==> src/rtl/spi_burst_pkg.sv <==
package spi_burst_pkg;
  typedef enum logic [2:0] {
    ENG_IDLE,
    ENG_LOAD,
    ENG_SHIFT,
    ENG_PUSH,
    ENG_NEXT
  } eng_state_t;
endpackage

==> src/rtl/spi_sclk_div.sv <==
module spi_sclk_div #(
  parameter int DIV_W = 4
) (
  input  logic             clk,
  input  logic             rst_n,
  input  logic             run,
  input  logic [DIV_W-1:0] half_cycles,
  output logic             tick
);
  logic [DIV_W-1:0] cnt_q;
  logic [DIV_W-1:0] last;

  // a zero setting behaves as one cycle per half-period
  assign last = (half_cycles == '0) ? '0 : half_cycles - DIV_W'(1);
  assign tick = run && (cnt_q == last);

  always_ff @(posedge clk or negedge rst_n) begin
    if (!rst_n)        cnt_q <= '0;
    else if (!run)     cnt_q <= '0;
    else if (tick)     cnt_q <= '0;
    else               cnt_q <= cnt_q + DIV_W'(1);
  end
endmodule

==> src/rtl/spi_byte_shifter.sv <==
module spi_byte_shifter (
  input  logic       clk,
  input  logic       rst_n,
  input  logic       kill,
  input  logic       start,
  input  logic [7:0] tx_byte,
  input  logic       tick,
  input  logic       miso,
  output logic       run,
  output logic       sclk,
  output logic       mosi,
  output logic [7:0] rx_byte,
  output logic       done
);
  logic [7:0] sh_q;
  logic [7:0] rx_q;
  logic [2:0] bit_q;
  logic       run_q;
  logic       sclk_q;
  logic       done_q;

  always_ff @(posedge clk or negedge rst_n) begin
    if (!rst_n) begin
      sh_q <= '0; rx_q <= '0; bit_q <= '0;
      run_q <= 1'b0; sclk_q <= 1'b0; done_q <= 1'b0;
    end else begin
      done_q <= 1'b0;
      if (kill) begin
        run_q  <= 1'b0;
        sclk_q <= 1'b0;
      end else if (start) begin
        sh_q   <= tx_byte;
        bit_q  <= '0;
        run_q  <= 1'b1;
        sclk_q <= 1'b0;
      end else if (run_q && tick) begin
        if (!sclk_q) begin
          sclk_q <= 1'b1;
          rx_q   <= {rx_q[6:0], miso};
        end else begin
          sclk_q <= 1'b0;
          if (bit_q == 3'd7) begin
            run_q  <= 1'b0;
            done_q <= 1'b1;
          end else begin
            bit_q <= bit_q + 3'd1;
            sh_q  <= {sh_q[6:0], 1'b0};
          end
        end
      end
    end
  end

  assign run     = run_q;
  assign sclk    = sclk_q;
  assign mosi    = sh_q[7];
  assign rx_byte = rx_q;
  assign done    = done_q;

  // MOSI may only change while SCLK is low
  mosi_hold_chk: assert property (@(posedge clk) disable iff (!rst_n)
    (sclk_q && $past(sclk_q)) |-> $stable(sh_q[7]));
endmodule

==> src/rtl/spi_burst_ctrl.sv <==
module spi_burst_ctrl
  import spi_burst_pkg::*;
#(
  parameter int DATA_W = 32,
  parameter int BL_W   = 8
) (
  input  logic              clk,
  input  logic              rst_n,
  input  logic              en,
  input  logic              master,
  input  logic              chained,
  input  logic              start_mode,
  input  logic              xch_req,
  input  logic [BL_W-1:0]   burst_field,
  input  logic [DATA_W-1:0] tx_data,
  input  logic              tx_valid,
  output logic              tx_ready,
  output logic [DATA_W-1:0] rx_data,
  output logic              rx_valid,
  input  logic              rx_ready,
  output logic              sh_start,
  output logic [7:0]        sh_byte,
  input  logic              sh_done,
  input  logic [7:0]        sh_rx,
  output logic              busy,
  output logic              xch,
  output logic              tc_pulse,
  output logic              xch_done
);
  localparam int BYTES = DATA_W / 8;
  localparam int NBW   = $clog2(BYTES + 1);
  localparam int RW    = (BL_W + 2 > $clog2(DATA_W) + 2) ? BL_W + 2 : $clog2(DATA_W) + 2;
  localparam logic signed [RW-1:0] ZERO      = '0;
  localparam logic signed [RW-1:0] ONE       = RW'(1);
  localparam logic signed [RW-1:0] BYTE_BITS = RW'(8);
  localparam logic signed [RW-1:0] WORD_BITS = RW'(DATA_W);
  localparam logic [RW-1:0]        ROUND_UP  = RW'(7);

  eng_state_t st_q;
  logic signed [RW-1:0] rem_q, rem_eff, burst_bits, chunk;
  logic [RW-1:0]        chunk_rnd;
  logic [NBW-1:0]       nb_q, nb_calc, bidx_q;
  logic [DATA_W-1:0]    word_q, rxw_q;
  logic                 xch_q, chain_q, tc_q, xd_q, fire;

  assign burst_bits = $signed({{(RW-BL_W){1'b0}}, burst_field}) + ONE;
  assign rem_eff    = (rem_q <= ZERO) ? burst_bits : rem_q;
  assign chunk      = (rem_eff > WORD_BITS) ? WORD_BITS : rem_eff;
  assign chunk_rnd  = $unsigned(chunk) + ROUND_UP;
  assign nb_calc    = NBW'(chunk_rnd >> 3);

  assign fire = (st_q == ENG_IDLE) && en && master && tx_valid &&
                (start_mode || xch_q || chain_q);

  always_ff @(posedge clk or negedge rst_n) begin
    if (!rst_n) begin
      st_q <= ENG_IDLE; rem_q <= ZERO; nb_q <= '0; bidx_q <= '0;
      word_q <= '0; rxw_q <= '0; xch_q <= 1'b0; chain_q <= 1'b0;
      tc_q <= 1'b0; xd_q <= 1'b0;
    end else begin
      tc_q <= 1'b0;
      xd_q <= 1'b0;
      if (!en) begin
        st_q <= ENG_IDLE; rem_q <= ZERO; xch_q <= 1'b0; chain_q <= 1'b0;
      end else begin
        if (xch_req && master && !start_mode) xch_q <= 1'b1;
        case (st_q)
          ENG_IDLE: if (fire) begin
            word_q  <= tx_data;
            rem_q   <= rem_eff;
            nb_q    <= nb_calc;
            bidx_q  <= '0;
            rxw_q   <= '0;
            chain_q <= 1'b0;
            if (rem_q <= ZERO && chained) xch_q <= 1'b1;
            st_q    <= ENG_LOAD;
          end
          ENG_LOAD: st_q <= ENG_SHIFT;
          ENG_SHIFT: if (sh_done) begin
            rxw_q[{bidx_q, 3'b000} +: 8] <= sh_rx;
            word_q <= word_q >> 8;
            rem_q  <= rem_q - BYTE_BITS;
            if (bidx_q == nb_q - NBW'(1)) st_q <= ENG_PUSH;
            else begin
              bidx_q <= bidx_q + NBW'(1);
              st_q   <= ENG_LOAD;
            end
          end
          ENG_PUSH: if (rx_ready) st_q <= ENG_NEXT;
          ENG_NEXT: begin
            st_q <= ENG_IDLE;
            if (rem_q <= ZERO) begin
              xch_q   <= 1'b0;
              xd_q    <= 1'b1;
              tc_q    <= !chained || !tx_valid;
              chain_q <= chained && tx_valid;
            end else begin
              tc_q <= !tx_valid;
            end
          end
          default: st_q <= ENG_IDLE;
        endcase
      end
    end
  end

  assign tx_ready = fire;
  assign rx_valid = (st_q == ENG_PUSH);
  assign rx_data  = rxw_q;
  assign sh_start = (st_q == ENG_LOAD);
  assign sh_byte  = word_q[7:0];
  assign busy     = (st_q != ENG_IDLE);
  assign xch      = xch_q;
  assign tc_pulse = tc_q;
  assign xch_done = xd_q;


  rx_hold_chk: assert property (@(posedge clk) disable iff (!rst_n)
    (rx_valid && !rx_ready && en) |=> (!en || (rx_valid && $stable(rx_data))));

  xch_clear_chk: assert property (@(posedge clk) disable iff (!rst_n)
    xch_done |-> !xch);

  no_fetch_chk: assert property (@(posedge clk) disable iff (!rst_n)
    tx_ready |-> (master && en));
endmodule

==> src/rtl/spi_burst_engine.sv <==
module spi_burst_engine #(
  parameter int DATA_W = 32,
  parameter int BL_W   = 8,
  parameter int DIV_W  = 4,
  parameter int NCS    = 4,
  localparam int CSW   = $clog2(NCS)
) (
  input  logic              clk,
  input  logic              rst_n,
  input  logic              en,
  input  logic [CSW-1:0]    chan_sel,
  input  logic [NCS-1:0]    chan_mode,
  input  logic [NCS-1:0]    ss_ctl,
  input  logic              start_mode,
  input  logic              xch_req,
  input  logic [BL_W-1:0]   burst_field,
  input  logic [DIV_W-1:0]  clk_div,
  input  logic [DATA_W-1:0] tx_data,
  input  logic              tx_valid,
  output logic              tx_ready,
  output logic [DATA_W-1:0] rx_data,
  output logic              rx_valid,
  input  logic              rx_ready,
  input  logic              miso,
  output logic              sclk,
  output logic              mosi,
  output logic [NCS-1:0]    cs_n,
  output logic              busy,
  output logic              xch,
  output logic              tc_pulse,
  output logic              xch_done
);
  logic master, chained;
  logic sh_start, sh_done, sh_run, tick;
  logic [7:0] sh_byte, sh_rx;
  logic [NCS-1:0] cs_q;

  assign master  = chan_mode[chan_sel];
  assign chained = master && !start_mode && ss_ctl[chan_sel];

  for (genvar g = 0; g < NCS; g++) begin : g_cs
    always_ff @(posedge clk or negedge rst_n) begin
      if (!rst_n) cs_q[g] <= 1'b1;
      else        cs_q[g] <= !(en && master && (chan_sel == CSW'(g)));
    end
  end
  assign cs_n = cs_q;

  spi_burst_ctrl #(.DATA_W(DATA_W), .BL_W(BL_W)) u_ctrl (
    .clk(clk), .rst_n(rst_n), .en(en), .master(master), .chained(chained),
    .start_mode(start_mode), .xch_req(xch_req), .burst_field(burst_field),
    .tx_data(tx_data), .tx_valid(tx_valid), .tx_ready(tx_ready),
    .rx_data(rx_data), .rx_valid(rx_valid), .rx_ready(rx_ready),
    .sh_start(sh_start), .sh_byte(sh_byte), .sh_done(sh_done), .sh_rx(sh_rx),
    .busy(busy), .xch(xch), .tc_pulse(tc_pulse), .xch_done(xch_done)
  );

  spi_sclk_div #(.DIV_W(DIV_W)) u_div (
    .clk(clk), .rst_n(rst_n), .run(sh_run), .half_cycles(clk_div), .tick(tick)
  );

  spi_byte_shifter u_shift (
    .clk(clk), .rst_n(rst_n), .kill(!en), .start(sh_start), .tx_byte(sh_byte),
    .tick(tick), .miso(miso), .run(sh_run), .sclk(sclk), .mosi(mosi),
    .rx_byte(sh_rx), .done(sh_done)
  );


  cs_onecold_chk: assert property (@(posedge clk) disable iff (!rst_n)
    (en && master) |=> ($countones(~cs_n) == 1));

  sclk_idle_chk: assert property (@(posedge clk) disable iff (!rst_n)
    !busy |-> !sclk);
endmodule

==> config.mk <==
export PLATFORM = sky130hd
export DESIGN_NAME = spi_burst_engine
export DESIGN_NICKNAME = d
export VERILOG_FILES = /design/src/rtl/spi_burst_pkg.sv /design/src/rtl/spi_sclk_div.sv /design/src/rtl/spi_byte_shifter.sv /design/src/rtl/spi_burst_ctrl.sv /design/src/rtl/spi_burst_engine.sv
export SDC_FILE = /design/constraint.sdc
export NUM_CORES = 1
export LEC_CHECK = 0
export BUFFER_PORTS_ARGS = -buffer_cell sky130_fd_sc_hd__buf_2
export CORE_MARGIN = 1.5
export CORE_UTILIZATION = 56
export DETAILED_ROUTE_END_ITERATION = 7
export MAX_ROUTING_LAYER = met4
export PLACE_DENSITY = 0.81
export SYNTH_ARGS = -nofsm -noshare
export SYNTH_HDL_FRONTEND = slang
export SYNTH_SLANG_ARGS = --single-unit
==> constraint.sdc <==
create_clock -name clk -period 2.7 [get_ports clk]
set_input_delay 0.405 -clock clk [delete_from_list [all_inputs] [get_ports clk]]
set_output_delay 0.405 -clock clk [all_outputs]
set_load 0.05 [all_outputs]
==> results.toml, run 1 <==
[run_status]
status = "complete, no violations"

[cells_and_area]
diodes = 0
layout_common_cells = "nand2_1 (121), dfrtp_1 (113), buf_2 (104)"
fin_area_mm2 = 0.00710
num-nets-final = 798
finalNonFillerCells = 871
layout-drive-gt1-share = 0.262
final_util = 0.717
area_growth_pct = 22.3
final_common_cell = "nand2_1"

[worst_setup_path]
reg2reg_slack_ns = 0.23
cpPeakStageDelay_ns = 0.49
cp_data_arrival_time_ns = 2.19
cp_slowest_cell = "dfrtp_1"
reg2reg_to = "u_ctrl.rx_data[31]"
path_cells = "nor3b_2 > nand4_2 > clkinvlp_4 > buf_2"
regToRegStartpoint = "u_ctrl.bidx_q[1]"
critPathCaptureType = "primary output"
worst-setup-path-type = "flip-flop to primary output"
crit_path_start_kind = "flip-flop"
cp.required_ns = 2.30
worstRegToRegCells = 6
path_max_fanout = 10

[placed_design]
dp_cells = 838
gp_congestion = 0.884
place_area_mm2 = 0.00653
dp_slack_ns = 0.238
io_buffer_count = 105
hpwl_mm = 9.83

[clock_network]
clk_latency_ns = 0.52
root_buffer = "clkbuf_8"
cts_htree_levels = 4
cts.clk_slew.worst_paths_ns = 0.06
cts_tree = "yes"
cts_buffers = 17
clock_path_buffers = 2
clkSinkCount = 117

[global_route]
grt_use_total = 0.275
grt_pass1_wl_mm = 23.5
grt_max_degree = 54
overflow = 0
antenna_found_initial = 0
grt_pass1_vias = 4964

[min_path]
hold_class = "input port to flip-flop"
hp-start = "chan_mode[1]"
hold_end = "cs_n[1]"
min_path_cells = 2

[drt]
via_per_inst = 5.80
ant_nets = 0
first_pass_iters = 5
vias = 5056
wl_mm = 13.8
drt-wirelength-per-cell_um = 15.9
drc_errors = 0
drt_iter0_drc = 260

[timing]
fin_skew_ns = 0.00911
min_period_ns = 2.59
rsz0062_at_grt = "no"
worst_pin_slew_ns = 0.840
setup_viol = 0
setup-tns-final_ns = 0
max_clock_freq_ghz = 0.386
layout_setup_ws_ns = 0.109
slew_violations = 0
fin_crit_sh = 0.959
relSlewSlack = 0.436
hold_viol = 0

[floorplan]
io_pins = 106
die_h_um = 105
die_w_um = 105
start_util = 0.586
die-area_mm2 = 0.0110
num_rows = 36
core_area_mm2 = 0.00991

[synth]
synthFlopType = "dfrtp_1"
synthDistinctLibCells = 65
synth_edf_count = 0
synthCells = 608
synth.avg_cell_area_um2 = 9.55
synth.cell_area_mm2 = 0.00581
syn-num-nets = 681
ys_warn_count = 0
ys_seq_area_frac = 0.505
ys_ff_latch = 117
async_flop_share = 1.00

[run]
max_cap_viol_count = 0

[power]
p_leak_uw = 0.00338
ir_drop_mv = 0.509
pwr_density_cell_mw_per_mm2 = 788
## synthesized netlist by cell type, types with 4 or more instances
library cell	instances	area, um2
a22o_1	13	114
o31ai_1	4	30.0
inv_1	23	86.3
dfrtp_1	113	2830
and3_1	8	50.1
nor3_1	8	40.0
nand3_1	24	120
a32o_1	4	40.0
xnor2_1	9	78.8
ha_1	11	138
o21ai_0	35	175
clkbuf_1	18	67.6
a21oi_1	12	60.1
a31oi_1	30	188
a221o_1	7	70.1
o22ai_1	4	25.0
xor2_1	6	52.6
dfstp_2	4	105
nor2_1	58	218
mux2_2	14	158
nand2_1	121	454
nor3b_1	6	45.0
nand4_1	4	25.0
buf_2	10	50.1
## per-stage QoR
step / total power (uW) / hold WS [ns]
floorplan: 3110 / 0.109
global placement: 3430 / 0.448
global route: 5870 / 0.0537
CTS: 5610 / 0.0437
detailed placement: 3500 / 0.456
finish: 5590 / 0.0582
## routing by layer
layer  track usage  share of wire
met2         0.435           0.48
met3        0.0555          0.059
met4         0.106          0.022
met5             -              0
met1         0.351           0.44
## where the power goes
part	total [uW]	internal (uW)	switching [uW]
registers	2230	2030	203
logic	1260	536	724
clock network	2110	1240	866
## repair_timing
item,CTS,global route
setup buffers,0,0
endpoints found under the setup margin,1,0
resized for setup,1,0
hold buffers,1,0
endpoints found under the hold margin,50,0
## worst max-delay path, delay by kind of cell (launching register included)
family | cells | cell delay [ns]
AND/OR/NAND/NOR | 2 | 0.59
buffers and inverters | 2 | 0.58
flip-flops | 1 | 0.49
## flip-flops by register name, summed over array words and instances (netlist names), 4 cells and up
signal / cells
u_shift.rx_byte: 8
u_div.cnt_q: 4
u_ctrl.rx_data: 32
u_ctrl.word_q: 32
cs_n: 4
u_shift.sh_q: 8
u_ctrl.rem_q: 10
## kinds of logic after synthesis
| family | count (synthesis) | share of synthesized area |
|---|---|---|
| fa+ha+maj | 11 | 0.0237 |
| compound gates | 133 | 0.159 |
| buf+inv | 54 | 0.0396 |
| flops | 117 | 0.505 |
| simple gates | 258 | 0.206 |
| xor+xnor | 16 | 0.0267 |
| mux | 19 | 0.0401 |
## worst max-delay path by stage
stage / startpoint / endpoint / slack, ns / cells past startpoint
2_1_floorplan: clk_div[1] / u_shift.rx_byte[0] / 0.55 / 6
3_3_place_gp: chan_sel[0] / u_ctrl.rx_data[2] / 0.31 / 8
3_5_place_dp: clk_div[1] / u_shift.sh_q[6] / 0.24 / 7
4_1_cts: u_ctrl.st_q[2] / tx_ready / 0.13 / 4
5_1_grt: u_ctrl.st_q[2] / tx_ready / 0.05 / 4
6_report: u_ctrl.st_q[2] / tx_ready / 0.11 / 4
## area by class of cell
| type | count | area (um2) |
|---|---|---|
| clock inverters | 15 | 144 |
| inverters | 24 | 93.8 |
| well taps | 133 | 166 |
| clock buffers | 17 | 414 |
| multi-input cells | 437 | 2650 |
| flip-flops and latches | 117 | 2930 |
| fillers | 737 | 2810 |
| repair buffers | 128 | 703 |
No activity file was read; power rests on OpenSTA's default activity.
==> run 2: changes to the inputs <==
--- a/config.mk
+++ b/config.mk
@@ -11,6 +11,7 @@
 export DETAILED_ROUTE_END_ITERATION = 7
 export MAX_ROUTING_LAYER = met4
 export PLACE_DENSITY = 0.81
+export RECOVER_POWER = 25
 export SYNTH_ARGS = -nofsm -noshare
 export SYNTH_HDL_FRONTEND = slang
 export SYNTH_SLANG_ARGS = --single-unit
==> results.toml, run 2 (synthesized netlist as in run 1, its figures left out) <==
[cells_and_area]
final_util = 0.715
diodes = 0
layout_common_cells = "nand2_1 (121), dfrtp_1 (113), buf_2 (103)"
layout-drive-gt1-share = 0.257
final_common_cell = "nand2_1"
num-nets-final = 798
area_growth_pct = 22.0

[drt]
first_pass_iters = 5
drt-wirelength-per-cell_um = 15.8
ant_nets = 0
via_per_inst = 5.80
vias = 5053
drt_iter0_drc = 253
wl_mm = 13.8
drc_errors = 0

[floorplan]
die_h_um = 105
num_rows = 36
core_area_mm2 = 0.00991
io_pins = 106
die-area_mm2 = 0.0110
start_util = 0.586
die_w_um = 105

[timing]
layout_setup_ws_ns = 0.121
relSlewSlack = 0.100
rsz0062_at_grt = "no"
fin_crit_sh = 0.955
min_period_ns = 2.58
hold_viol = 0
setup_viol = 0
worst_pin_slew_ns = 1.35
max_clock_freq_ghz = 0.388
holdWs_ns = 0.0593
fin_skew_ns = 0.00859
setup-tns-final_ns = 0
slew_violations = 0

[clock_network]
clock_path_buffers = 2
root_buffer = "clkbuf_8"
cts_htree_levels = 4
clkSinkCount = 117
cts.clk_slew.worst_paths_ns = 0.06
cts_setup_buffers = 0
cts_tree = "yes"
clk_latency_ns = 0.52
cts_buffers = 17

[global_route]
antenna_found_initial = 0
grt_pass1_vias = 4964
grt_pass1_wl_mm = 23.5
grt_max_degree = 54
overflow = 0
grt_use_total = 0.275

[power]
ir_drop_mv = 0.506
pwr_density_cell_mw_per_mm2 = 788
power_uw = 5590
p_leak_uw = 0.00337

[worst_setup_path]
critPathCaptureType = "primary output"
path_max_fanout = 10
worst-setup-path-type = "flip-flop to primary output"
cp_data_arrival_time_ns = 2.17
crit_path_start_kind = "flip-flop"
cp.required_ns = 2.30

[run_status]
status = "complete, no violations"

[placed_design]
gp_congestion = 0.884
hpwl_mm = 9.83
io_buffer_count = 105
dp_slack_ns = 0.238

[min_path]
hold_class = "input port to flip-flop"

[run]
max_cap_viol_count = 0
[run 2: cell count changes in the layout (fill, tap and decap cells not counted), sizes merged]
| cell | previous run | this run |
|---|---|---|
| buf | 127 | 122 |
| clkbuf | 17 | 22 |
[run 2: worst max-delay path, stage by stage, from the launching register on]
cell and delay [ns]:
dfrtp_1 0.50, nor3b_2 0.37, nand4_2 0.20, clkinvlp_4 0.27
buf_2 0.31
[run 2: metal layers]
metal,track usage,wire [um],up-vias
li1,-,-,2392
met1,0.351,6010,2420
met2,0.435,6650,209
met3,0.0555,843,32
met4,0.106,295,0
met5,-,0,-
[run 2: worst paths after layout]
kind                                            to  cells past startpoint               from  slack [ns]
max in group asynchronous                  cs_n[1]                      3              rst_n        0.81
worst min register to register   u_ctrl.word_q[27]                      2  u_ctrl.word_q[27]        0.47
min in group asynchronous         u_shift.bit_q[2]                      2              rst_n        0.73
worst min-delay path                       cs_n[1]                      2       chan_mode[1]        0.06
worst max-delay path                      tx_ready                      4     u_ctrl.st_q[2]        0.12
worst max register to register  u_ctrl.rx_data[31]                      6   u_ctrl.bidx_q[1]        0.23
[run 2: layout make-up]
class,count,area (um2)
Clock buffer,17,414
Clock inverter,15,144
Fill cell,744,2820
Inverter,24,93.8
Multi-Input combinational cell,437,2650
Sequential cell,117,2930
Tap cell,133,166
Timing Repair Buffer,128,689
[run 2: report_power, final]
group / total (uW) / internal [uW] / switching (uW)
clock: 2100 / 1240 / 862
sequential: 2230 / 2030 / 202
combinational: 1260 / 533 / 722
[run 2: repair_timing]
| item | 4_1_cts | 5_1_grt |
|---|---|---|
| hold buffers | 1 | 0 |
| hold endpoints to repair | 50 | 0 |
| endpoints found under the setup margin | 1 | 0 |
| resized for setup | 1 | 0 |
[run 2: metrics by stage]
step	cell area [um2]	cells
6_report	7090	871
5_1_grt	7090	871
4_1_cts	7100	871
3_5_place_dp	6530	838
3_3_place_gp	6530	838
2_1_floorplan	5810	608
==> run 3: changes to the inputs <==
--- a/config.mk
+++ b/config.mk
@@ -6,8 +6,10 @@
 export NUM_CORES = 1
 export LEC_CHECK = 0
 export BUFFER_PORTS_ARGS = -buffer_cell sky130_fd_sc_hd__buf_2
+export CELL_PAD_IN_SITES_DETAIL_PLACEMENT = 0
+export CELL_PAD_IN_SITES_GLOBAL_PLACEMENT = 1
 export CORE_MARGIN = 1.5
-export CORE_UTILIZATION = 56
+export CORE_UTILIZATION = 43
 export DETAILED_ROUTE_END_ITERATION = 7
 export MAX_ROUTING_LAYER = met4
 export PLACE_DENSITY = 0.81
==> constraint.sdc (replaced) <==
create_clock -name clk -period 2.47 [get_ports clk]
set_input_delay 0.3705 -clock clk [delete_from_list [all_inputs] [get_ports clk]]
set_output_delay 0.3705 -clock clk [all_outputs]
set_load 0.05 [all_outputs]
==> results.toml, run 3 (synthesized netlist as in run 1, its figures left out) <==
[drt]
ant_nets = 0
drt-wirelength-per-cell_um = 15.2
drt_iter0_drc = 294
drc_errors = 0
via_per_inst = 5.40
wl_mm = 14.0
vias = 4963
first_pass_iters = 5

[timing]
fin_crit_sh = 0.952
hold_viol = 0
worst_pin_slew_ns = 0.926
slew_violations = 0
relSlewSlack = 0.383
max_clock_freq_ghz = 0.425
min_period_ns = 2.35
fin_skew_ns = 0.00603
setup_viol = 0
holdWs_ns = 0.125
setup-tns-final_ns = 0
rsz0062_at_grt = "no"

[clock_network]
root_buffer = "clkbuf_16"
clkSinkCount = 117
cts_htree_levels = 4
cts.clk_slew.worst_paths_ns = 0.05
cts_buffers = 17
cts_setup_buffers = 0
clock_path_buffers = 2
cts_tree = "yes"
clk_latency_ns = 0.42

[global_route]
grt_use_total = 0.216
antenna_found_initial = 0
grt_pass1_wl_mm = 23.5
overflow = 0
grt_pass1_vias = 4725
grt_max_degree = 56

[worst_setup_path]
crit_path_start_kind = "flip-flop"
regToRegStartpoint = "u_ctrl.bidx_q[1]"
reg2reg_to = "u_ctrl.rx_data[0]"
startpoint = "u_ctrl.bidx_q[1]"
worstRegToRegCells = 8
critPathCaptureType = "flip-flop"
reg2reg_slack_ns = 0.12
cp.required_ns = 2.77
crit_path_end = "u_ctrl.rx_data[0]"
path_max_fanout = 7
worst-setup-path-type = "flip-flop to flip-flop"
cp_data_arrival_time_ns = 2.65

[floorplan]
die_w_um = 119
core_area_mm2 = 0.0132
die-area_mm2 = 0.0142
start_util = 0.440
die_h_um = 119
io_pins = 106
num_rows = 42

[placed_design]
io_buffer_count = 105
place_area_mm2 = 0.00665
gp_congestion = 0.868
hpwl_mm = 10.1

[min_path]
hold_class = "input port to flip-flop"

[power]
pwr_density_cell_mw_per_mm2 = 879
p_leak_uw = 0.00343
ir_drop_mv = 0.539

[cells_and_area]
num-nets-final = 803
layout-drive-gt1-share = 0.258
area_growth_pct = 24.8
layout_common_cells = "nand2_1 (121), dfrtp_1 (113), buf_2 (102)"
diodes = 0
final_common_cell = "nand2_1"
fin_area_mm2 = 0.00725

[run_status]
status = "complete, no violations"

[run]
max_cap_viol_count = 0
==> run 3: how the worst min path moves through the flow <==
stage                     depth (start not counted)  slack (ns)    startpoint                 end
final                                             2        0.13  chan_mode[0]             cs_n[0]
after global routing                              2        0.12  chan_mode[0]             cs_n[0]
after CTS                                         2        0.11  chan_mode[1]             cs_n[1]
after detailed placement                          1        0.26         rst_n  u_ctrl.rx_data[21]
after global placement                            1        0.25         rst_n  u_ctrl.rx_data[21]
after floorplan                                   0        0.07         rst_n    u_ctrl.bidx_q[0]
==> run 3: area by class of cell <==
cell class | instances | area [um2]
clock inverter | 11 | 149
inverter | 24 | 90.1
sequential | 117 | 2930
multi-input combinational | 437 | 2650
fill | 1184 | 5940
clock buffer | 21 | 470
tap | 176 | 220
timing repair buffer | 133 | 741
==> run 3: report_power, final <==
group / switching (uW) / internal, uW
registers: 210 / 2220
logic: 796 / 615
clock network: 871 / 1670
total: 1880 / 4500
==> run 3: per-stage QoR <==
stage / instances / utilization / total power, uW / setup WS [ns]
floorplan: 608 / - / 3400 / 0.326
global placement: 886 / 0.504 / 3810 / 0.152
detailed placement: 886 / 0.504 / 3860 / 0.108
CTS: 919 / 0.552 / 6420 / 0.115
global route: 919 / 0.550 / 6700 / 0.0154
finish: 919 / 0.550 / 6370 / 0.119
==> run 3: layer usage <==
metal,routed length (um),global-route usage,vias up
met5,0,-,-
met4,223,0.0745,0
met3,552,0.0441,17
met2,6770,0.326,112
met1,6460,0.291,2431
li1,-,-,2403
==> run 3: worst max-delay path, cell delays in order, from the launching register on <==
cell and delay [ns]:
dfrtp_1 0.46, inv_1 0.14, ha_1 0.20, ha_1 0.29
nor4b_1 0.39, nand3_1 0.16, nor2_1 0.17, nor2_1 0.15
a22o_1 0.26
==> run 3: timing repair <==
action,CTS,global route
setup endpoints to repair,0,1
endpoints found under the hold margin,14,0
gates resized for setup,0,1
hold buffers,1,0
